--- src/rtl/io_port_bank_pkg.sv ---
// Package: shared widths and the commit record passed from the strobe
// capture stage to the output latch bank.
package io_port_bank_pkg;
    localparam int BYTE_W   = 8;
    localparam int ADDR_W   = 16;
    localparam int PIDX_W   = 3;
    localparam int NPORTS   = 1 << PIDX_W;

    typedef struct packed {
        logic              valid;
        logic [PIDX_W-1:0] idx;
        logic [BYTE_W-1:0] data;
    } wr_commit_t;
endpackage

--- src/rtl/io_addr_decode.sv ---
// Module: partial address decoder.
// Accepts a cycle when the qualifier is set, the top address bit is 1 and
// bit 0 is 0; bits PIDX_W:1 give the port index. Middle bits are ignored.
// Assumes ADDR_W > PIDX_W + 1.
module io_addr_decode #(
    parameter int ADDR_W = 16,
    parameter int PIDX_W = 3
) (
    input  logic              io_sel,
    input  logic [ADDR_W-1:0] addr,
    output logic              hit,
    output logic [PIDX_W-1:0] idx
);
    localparam int QUAL_HI = ADDR_W - 1;

    // Qualify the cycle and extract the port index.
    always_comb begin
        hit = io_sel && addr[QUAL_HI] && !addr[0];
        idx = addr[PIDX_W:1];
    end
endmodule

--- src/rtl/io_wr_capture.sv ---
// Module: write strobe capture.
// Samples the decode result and bus data on every clock while the write
// strobe is low, and issues a one-cycle commit when the strobe is seen high
// after being low. Assumes the strobe is synchronous to clk.
module io_wr_capture
    import io_port_bank_pkg::*;
(
    input  logic              clk,
    input  logic              rst_n,
    input  logic              wr_n,
    input  logic              hit,
    input  logic [PIDX_W-1:0] idx,
    input  logic [BYTE_W-1:0] wdata,
    output wr_commit_t        commit
);
    logic              wr_n_q;
    logic              smp_hit;
    logic [PIDX_W-1:0] smp_idx;
    logic [BYTE_W-1:0] smp_data;

    // Track the previous strobe level for trailing-edge detection.
    always_ff @(posedge clk) begin
        if (!rst_n) wr_n_q <= 1'b1;
        else        wr_n_q <= wr_n;
    end

    // Hold the most recent address decode and data seen with the strobe low.
    always_ff @(posedge clk) begin
        if (!rst_n) begin
            smp_hit  <= 1'b0;
            smp_idx  <= '0;
            smp_data <= '0;
        end else if (!wr_n) begin
            smp_hit  <= hit;
            smp_idx  <= idx;
            smp_data <= wdata;
        end
    end

    // Commit on the low-to-high strobe transition.
    always_comb begin
        commit.valid = wr_n && !wr_n_q && smp_hit;
        commit.idx   = smp_idx;
        commit.data  = smp_data;
    end
endmodule

--- src/rtl/io_out_latch_bank.sv ---
// Module: bank of output byte latches.
// Each port register loads on a commit addressed to it and otherwise holds.
// All registers clear to zero on synchronous reset.
module io_out_latch_bank
    import io_port_bank_pkg::*;
(
    input  logic                     clk,
    input  logic                     rst_n,
    input  wr_commit_t               commit,
    output logic [NPORTS*BYTE_W-1:0] out_ports
);
    for (genvar g = 0; g < NPORTS; g++) begin : g_port
        logic [BYTE_W-1:0] q;

        // Load this port's byte on a matching commit.
        always_ff @(posedge clk) begin
            if (!rst_n)
                q <= '0;
            else if (commit.valid && commit.idx == PIDX_W'(g))
                q <= commit.data;
        end

        assign out_ports[g*BYTE_W +: BYTE_W] = q;
    end
endmodule

--- src/rtl/io_rd_mux.sv ---
// Module: read path, modelling the three-state input buffers.
// Enables the bus only during a selected read and routes the indexed byte;
// drives zero when disabled.
module io_rd_mux
    import io_port_bank_pkg::*;
(
    input  logic                     rd_n,
    input  logic                     hit,
    input  logic [PIDX_W-1:0]        idx,
    input  logic [NPORTS*BYTE_W-1:0] in_ports,
    output logic [BYTE_W-1:0]        rdata,
    output logic                     oe
);
    // Select and gate the input byte.
    always_comb begin
        oe    = hit && !rd_n;
        rdata = oe ? in_ports[idx*BYTE_W +: BYTE_W] : '0;
    end
endmodule

--- src/rtl/io_port_bank.sv ---
// Module: top of the isolated I/O port bank.
// Eight output latches and eight input ports behind a partial decoder.
// Assumes strobes synchronous to clk; reset is synchronous, active low.
module io_port_bank
    import io_port_bank_pkg::*;
(
    input  logic                     clk,
    input  logic                     rst_n,
    input  logic                     io_sel,
    input  logic [ADDR_W-1:0]        addr,
    input  logic [BYTE_W-1:0]        bus_wdata,
    input  logic                     wr_n,
    input  logic                     rd_n,
    input  logic [NPORTS*BYTE_W-1:0] in_ports,
    output logic [NPORTS*BYTE_W-1:0] out_ports,
    output logic [BYTE_W-1:0]        bus_rdata,
    output logic                     bus_oe
);
    logic              dec_hit;
    logic [PIDX_W-1:0] dec_idx;
    wr_commit_t        commit;

    io_addr_decode #(.ADDR_W(ADDR_W), .PIDX_W(PIDX_W)) u_dec (
        .io_sel (io_sel),
        .addr   (addr),
        .hit    (dec_hit),
        .idx    (dec_idx)
    );

    io_wr_capture u_wcap (
        .clk    (clk),
        .rst_n  (rst_n),
        .wr_n   (wr_n),
        .hit    (dec_hit),
        .idx    (dec_idx),
        .wdata  (bus_wdata),
        .commit (commit)
    );

    io_out_latch_bank u_bank (
        .clk       (clk),
        .rst_n     (rst_n),
        .commit    (commit),
        .out_ports (out_ports)
    );

    io_rd_mux u_rd (
        .rd_n     (rd_n),
        .hit      (dec_hit),
        .idx      (dec_idx),
        .in_ports (in_ports),
        .rdata    (bus_rdata),
        .oe       (bus_oe)
    );
endmodule

--- config.mk ---
export PLATFORM = sky130hd
export DESIGN_NAME = io_port_bank
export DESIGN_NICKNAME = d
export VERILOG_FILES = /design/src/rtl/io_port_bank_pkg.sv /design/src/rtl/io_addr_decode.sv /design/src/rtl/io_wr_capture.sv /design/src/rtl/io_out_latch_bank.sv /design/src/rtl/io_rd_mux.sv /design/src/rtl/io_port_bank.sv
export SDC_FILE = /design/constraint.sdc
export NUM_CORES = 1
export LEC_CHECK = 0
export BUFFER_PORTS_ARGS = -buffer_cell sky130_fd_sc_hd__buf_2
export CAP_MARGIN = 10
export CORE_ASPECT_RATIO = 0.7
export CORE_MARGIN = 4
export CORE_UTILIZATION = 43
export DETAILED_ROUTE_END_ITERATION = 12
export GPL_TIMING_DRIVEN = 0
export HOLD_SLACK_MARGIN = 0.15
export PLACE_DENSITY = 0.77
export SYNTH_ARGS = -nofsm -noshare
export SYNTH_HDL_FRONTEND = slang
export SYNTH_SLANG_ARGS = --single-unit
--- constraint.sdc ---
create_clock -name clk -period 1.3 [get_ports clk]
set_input_delay 0.13 -clock clk [delete_from_list [all_inputs] [get_ports clk]]
set_output_delay 0.13 -clock clk [all_outputs]
set_load 0.03 [all_outputs]
==> flow_metrics.env, run 1 <==
export IMPL_fillers=691
export IMPL_synth_warnings=0
export IMPL_cts_buffer_depth=2
export IMPL_final_max_slew_violation_count=0
export IMPL_r2r_setup_slack_ns=-0.04
export IMPL_ir_worst_vdd_mv=0.708
export IMPL_cp_data_arrival_time_ns=1.21
export IMPL_grt_overflow=0
export IMPL_min_delay_start="rst_n"
export IMPL_powerDensity_nw_per_um2=1010
export IMPL_drt_total_wl_um=13100
export IMPL_placement_io_buffers=150
export IMPL_cts_tree="yes"
export IMPL_root_buffer="clkbuf_16"
export IMPL_area_growth_pct=52.5
export IMPL_netlist_instances=400
export IMPL_min_period_ns=1.34
export IMPL_drtPass1Iterations=5
export IMPL_dp_hpwl_um=9270
export IMPL_r2r_cells=4
export IMPL_grt_max_degree=14
export IMPL_drt_iter0_markers=336
export IMPL_post_route_period_util=1.03
export IMPL_nets=680
export IMPL_status="finished with violations"
export IMPL_viasPerCell=5.58
export IMPL_synth_top_area_frac=0.410
export IMPL_antenna_found_initial=0
export IMPL_route_detailed_drc=0
export IMPL_synth_nets=493
export IMPL_synth_edf_count=0
export IMPL_synth_cell_types=30
export IMPL_post_drt_wl_per_cell_um=18.4
export IMPL_timing_slew_headroom=0.584
export IMPL_grt_pass1_wl_um=19900
export IMPL_failed_checks="negative setup slack"
export IMPL_fin_skew_ns=0.00685
export IMPL_end_kind="output pin"
export IMPL_drive_above_1_share=0.485
export IMPL_whs_ns=0.185
export IMPL_clkSlewWorstSetupHoldPaths_ns=0.06
export IMPL_min_path_cells=2
export IMPL_cts_buffers=9
export IMPL_internal_power_mw=4.44
export IMPL_p_clk_frac=0.459
export IMPL_netSwitchingFraction=0.233
export IMPL_async_reset_ff_frac=0
export IMPL_initial_core_util=0.443
export IMPL_cp_max_fo=9
export IMPL_ant_nets=0
export IMPL_drv_cap=0
export IMPL_io_pins=166
export IMPL_htree_levels=3
export IMPL_hold_viol_final=0
export IMPL_avgSynthCellArea_um2=9.39
export IMPL_vias=3970
export IMPL_hp_class="in2reg"
export IMPL_min_to="u_bank.g_port[0].q[5]$_SDFFE_PN0P_"
export IMPL_clock_fmax_ghz=0.745
export IMPL_finalSetupViolations=40
export IMPL_yosys_register_bits=77
export IMPL_synth_area_um2=3760
export IMPL_fin_setup_tns_ns=-0.838
export IMPL_gp_congestion=0.862
export IMPL_r2r_start="u_wcap.smp_hit$_SDFFE_PN0N_"
export IMPL_fp_dieArea_um2=10300
export IMPL_rsz0062_at_grt="true"
export IMPL_reg2reg_to="u_bank.g_port[4].q[4]$_SDFFE_PN0P_"
export IMPL_clkSinkCount=77
export IMPL_critical_path_class="in2out"
export IMPL_leakagePower_nw=2.44
export IMPL_worst_pin_slew_ns=0.624
export IMPL_grt_usage=0.248
export IMPL_cp_required_ns=1.17
export IMPL_ys_seq_area_frac=0.410
export IMPL_synth_area_leaders="dfxtp_1, nand3_1, o21ai_0"
export IMPL_utilization=0.676
export IMPL_startpoint_type="input port"
export IMPL_combPwrFrac=0.125
export IMPL_rows=28
export IMPL_die_y_um=86.2
export IMPL_coreArea_um2=8480
export IMPL_synthFlopType="dfxtp_1"
export IMPL_p_total_mw=5.79
export IMPL_die_w_um=120
export IMPL_n_antenna_cell=0
export IMPL_layout_setup_ws_ns=-0.0425
export IMPL_grt_pass1_vias=3918
export IMPL_clk_insertion_delay_late_ns=0.33
export IMPL_p_switching_mw=1.35
export IMPL_synth_top_area_cell="dfxtp_1"
export IMPL_pwr_share_seq=0.416
==> final cells by class <==
| cell class | count | area (µm²) | share of cell area |
|---|---|---|---|
| plain buffers | 46 | 365 | 0.0637 |
| clock buffers | 10 | 229 | 0.0399 |
| clock inverters | 6 | 86.3 | 0.0151 |
| inverters | 8 | 30.0 | 0.00524 |
| multi-input cells | 265 | 2200 | 0.384 |
| flip-flops and latches | 77 | 1560 | 0.271 |
| well taps | 120 | 150 | 0.0262 |
| repair buffers | 180 | 1120 | 0.195 |
==> cell families (layout without fill, tap and decap cells) <==
kind of cell / count (synthesis) / after routing / share of synthesized area
multiplexers: 27 / 27 / 0.131
AND/OR/NAND/NOR: 101 / 101 / 0.154
flip-flops: 77 / 77 / 0.410
buffers and inverters: 58 / 250 / 0.0783
AO/OA/AOI/OAI: 137 / 137 / 0.227
==> power groups by stage <==
stage | registers (mW) | clock network (mW) | logic, mW
CTS | 2.39 | 2.68 | 0.703
global route | 2.41 | 2.78 | 0.770
global placement | 2.44 | 0 | 0.573
floorplan | 2.44 | 0 | 0.372
detailed placement | 2.44 | 0 | 0.590
finish | 2.41 | 2.66 | 0.725
==> worst max-delay path, stage by stage <==
cell	delay, ns
buf_12	0.12
buf_12	0.13
mux4_2	0.50
nand3_2	0.12
o21ai_4	0.06
buf_6	0.14
==> sequential cells by signal (all words and copies together), names as in the netlist <==
register / count
u_bank.g_port.q: 64
u_wcap.smp_idx: 3
u_wcap.smp_data: 8
u_wcap.wr_n_q: 1
u_wcap.smp_hit: 1
==> worst max path at each step <==
stage                                   start                                 end  slack [ns]  cells past startpoint
2_1_floorplan                         addr[1]                        bus_rdata[7]      0.0009                      5
3_3_place_gp                          addr[1]                        bus_rdata[7]       -0.20                      6
3_5_place_dp      u_wcap.smp_hit$_SDFFE_PN0N_  u_bank.g_port[0].q[2]$_SDFFE_PN0P_       -0.27                      4
4_1_cts                               addr[1]                        bus_rdata[7]       -0.05                      6
5_1_grt        u_wcap.smp_idx[0]$_SDFFE_PN0N_  u_bank.g_port[2].q[7]$_SDFFE_PN0P_       -0.09                      4
6_report                              addr[1]                        bus_rdata[7]       -0.04                      6
==> timing repair <==
action | CTS | global route
setup buffers | 13 | 4
cloned | 4 | 1
endpoints found under the hold margin | 8 | 0
pin swaps | 25 | 14
hold buffers | 8 | 0
resized for setup | 117 | 76
endpoints found under the setup margin | 72 | 71
==> placed cells by master (no fill, tap or decap), types with 9 or more instances in the layout <==
cell / Yosys / final
nand3_1: 73 / 64
buf_2: 12 / 146
clkbuf_16: 0 / 9
o21ai_2: 1 / 27
o21ai_1: 11 / 18
mux4_2: 10 / 11
o21ai_4: 0 / 9
a21boi_1: 27 / 55
o21ai_0: 60 / 18
dfxtp_1: 77 / 72
nand3_2: 0 / 9
buf_4: 5 / 21
mux2i_1: 11 / 11
buf_6: 3 / 21
clkbuf_1: 26 / 16
nor2b_1: 11 / 11
==> synth_stat cells (2+ instances only) <==
| library cell | number |
|---|---|
| o21ai_1 | 11 |
| inv_1 | 8 |
| and3b_1 | 3 |
| nand3b_1 | 3 |
| clkbuf_2 | 3 |
| dfxtp_1 | 77 |
| a21boi_1 | 27 |
| buf_6 | 3 |
| mux2i_1 | 11 |
| o21ai_0 | 60 |
| a21boi_0 | 37 |
| mux4_1 | 6 |
| mux4_2 | 10 |
| buf_4 | 5 |
| buf_2 | 12 |
| nor2b_1 | 11 |
| nand2_1 | 2 |
| nand2b_1 | 2 |
| nand3_1 | 73 |
| clkbuf_1 | 26 |
==> per-layer routing <==
metal,track usage,vias up,part of all wire
met5,0,-,0
met4,0.0748,0,0.018
met3,0.0659,28,0.063
met1,0.329,1945,0.44
met2,0.404,157,0.48
li1,-,1840,-
==> stage by stage <==
| step | cells | area, µm² | setup slack (ns) |
|---|---|---|---|
| 3_5_place_dp | 670 | 4760 | -0.270 |
| 6_report | 712 | 5730 | -0.0425 |
| 3_3_place_gp | 670 | 4760 | -0.203 |
| 4_1_cts | 710 | 5560 | -0.0458 |
| 2_1_floorplan | 400 | 3860 | 0.000867 |
| 5_1_grt | 712 | 5730 | -0.0851 |
(Power assumes the default switching activity.)
==> run 2: changes to the inputs <==
Settings changed: CTS_BUF_LIST set to sky130_fd_sc_hd__clkbuf_8 sky130_fd_sc_hd__clkbuf_16.
==> flow_metrics.env, run 2 (synthesis gave the netlist of run 1 again) <==
export IMPL_status="finished with violations"
export IMPL_regMostFlops="u_bank.g_port.q"
export IMPL_cpMostUsedCell="buf_12"
export IMPL_post_drt_wl_per_cell_um=18.4
export IMPL_top_regs="u_bank.g_port.q: 64 flops, u_wcap.smp_data: 8 flops, u_wcap.smp_idx: 3 flops"
export IMPL_r2r_start="u_wcap.smp_hit$_SDFFE_PN0N_"
export IMPL_whs_ns=0.185
export IMPL_clkSinkCount=77
export IMPL_final_max_slew_violation_count=0
export IMPL_cts_buffer_depth=2
export IMPL_gp_congestion=0.862
export IMPL_p_total_mw=5.78
export IMPL_min_path_cells=2
export IMPL_viasPerCell=5.60
export IMPL_placement_io_buffers=150
export IMPL_layout_setup_ws_ns=-0.0425
export IMPL_largest_reg_flops=64
export IMPL_drive_above_1_share=0.485
export IMPL_hold_viol_final=0
export IMPL_startpoint_type="input port"
export IMPL_cp_top_family="multiplexers"
export IMPL_critical_path_class="in2out"
export IMPL_antenna_found_initial=0
export IMPL_area_growth_pct=52.5
export IMPL_clk_insertion_delay_late_ns=0.33
export IMPL_rsz0062_at_grt="true"
export IMPL_dp_hpwl_um=9270
export IMPL_powerDensity_nw_per_um2=1010
export IMPL_timing_slew_headroom=0.586
export IMPL_coreArea_um2=8480
export IMPL_htree_levels=3
export IMPL_critPathSlowestCell="mux4_2"
export IMPL_die_w_um=120
export IMPL_clock_fmax_ghz=0.745
export IMPL_crit_path_max_incr_delay_ns=0.50
export IMPL_io_pins=166
export IMPL_fp_dieArea_um2=10300
export IMPL_ir_worst_vdd_mv=0.702
export IMPL_grt_max_degree=14
export IMPL_cp_required_ns=1.17
export IMPL_hp_class="in2reg"
export IMPL_min_delay_start="rst_n"
export IMPL_cp_num_buf_inv=3
export IMPL_vias=3985
export IMPL_min_to="u_bank.g_port[0].q[5]$_SDFFE_PN0P_"
export IMPL_final_cell_mix="buf_2, dfxtp_1, nand3_1"
export IMPL_route_detailed_drc=0
export IMPL_end_kind="output pin"
export IMPL_cp_data_arrival_time_ns=1.21
export IMPL_fillers=691
export IMPL_fin_skew_ns=0.00685
export IMPL_initial_core_util=0.443
export IMPL_drv_cap=0
export IMPL_r2r_setup_slack_ns=-0.04
export IMPL_clkSlewWorstSetupHoldPaths_ns=0.06
export IMPL_leakagePower_nw=2.44
export IMPL_n_antenna_cell=0
export IMPL_die_y_um=86.2
export IMPL_crit_chain="buf_12 -> buf_12 -> mux4_2 -> nand3_2 -> o21ai_4 -> buf_6"
export IMPL_cp_max_fo=9
export IMPL_drt_iter0_markers=336
export IMPL_reg2reg_to="u_bank.g_port[4].q[4]$_SDFFE_PN0P_"
export IMPL_r2r_cells=4
export IMPL_grt_overflow=0
export IMPL_min_period_ns=1.34
export IMPL_grt_pass1_wl_um=19900
export IMPL_grt_pass1_vias=3918
export IMPL_pre_cts_slack_ns=-0.270
export IMPL_drt_total_wl_um=13100
export IMPL_nets=680
export IMPL_rows=28
export IMPL_post_route_period_util=1.03
export IMPL_layout_commonest_cell="buf_2"
export IMPL_multi_input_area_um2=2200
export IMPL_regArea_um2=1560
export IMPL_finalSetupViolations=39
export IMPL_grt_usage=0.248
export IMPL_failed_checks="negative setup slack"
export IMPL_drtPass1Iterations=5
export IMPL_cts_tree="yes"
export IMPL_root_buffer="clkbuf_16"
export IMPL_utilization=0.676
export IMPL_ant_nets=0
export IMPL_worst_pin_slew_ns=0.622
export IMPL_cts_buffers=9
==> run 2: how the worst max path moves through the flow <==
stage                                   startpoint                                  to  depth (start not counted)  slack [ns]
detailed placement     u_wcap.smp_hit$_SDFFE_PN0N_  u_bank.g_port[0].q[2]$_SDFFE_PN0P_                          4       -0.27
floorplan                                  addr[1]                        bus_rdata[7]                          5      0.0009
finish                                     addr[1]                        bus_rdata[7]                          6       -0.04
global route        u_wcap.smp_idx[0]$_SDFFE_PN0N_  u_bank.g_port[2].q[7]$_SDFFE_PN0P_                          4       -0.09
CTS                                        addr[1]                        bus_rdata[7]                          6       -0.05
global placement                           addr[1]                        bus_rdata[7]                          6       -0.20
==> run 2: repair_timing <==
action / 4_1_cts / 5_1_grt
pin swaps: 25 / 14
buffers inserted: 13 / 4
hold buffers: 8 / 0
cloned: 4 / 1
gates resized for setup: 117 / 76
endpoints found under the setup margin: 72 / 71
hold endpoints to repair: 8 / 0
==> run 2: per-stage QoR <==
stage | area [µm²] | instances | TNS, ns
floorplan | 3860 | 400 | 0
global placement | 4760 | 670 | -8.13
detailed placement | 4760 | 670 | -10.89
CTS | 5560 | 710 | -0.859
global route | 5730 | 712 | -2.60
finish | 5730 | 712 | -0.842
==> run 2: area by class of cell <==
type | count | area share
repair buffers | 180 | 0.195
clock inverters | 7 | 0.0157
inverters | 8 | 0.00524
flip-flops and latches | 77 | 0.271
plain buffers | 46 | 0.0637
clock buffers | 9 | 0.0393
well taps | 120 | 0.0262
multi-input cells | 265 | 0.384
==> run 2: where the power goes <==
| group | internal, mW | switching [mW] |
|---|---|---|
| Combinational | 0.380 | 0.346 |
| Sequential | 2.38 | 0.0279 |
| Clock | 1.67 | 0.975 |
| Total | 4.43 | 1.35 |
==> run 2: layer usage <==
metal,vias to the layer above,share of wire,track usage
met5,-,0,0
met4,0,0.017,0.0748
met3,26,0.064,0.0659
met2,160,0.48,0.404
met1,1957,0.44,0.329
li1,1842,-,-
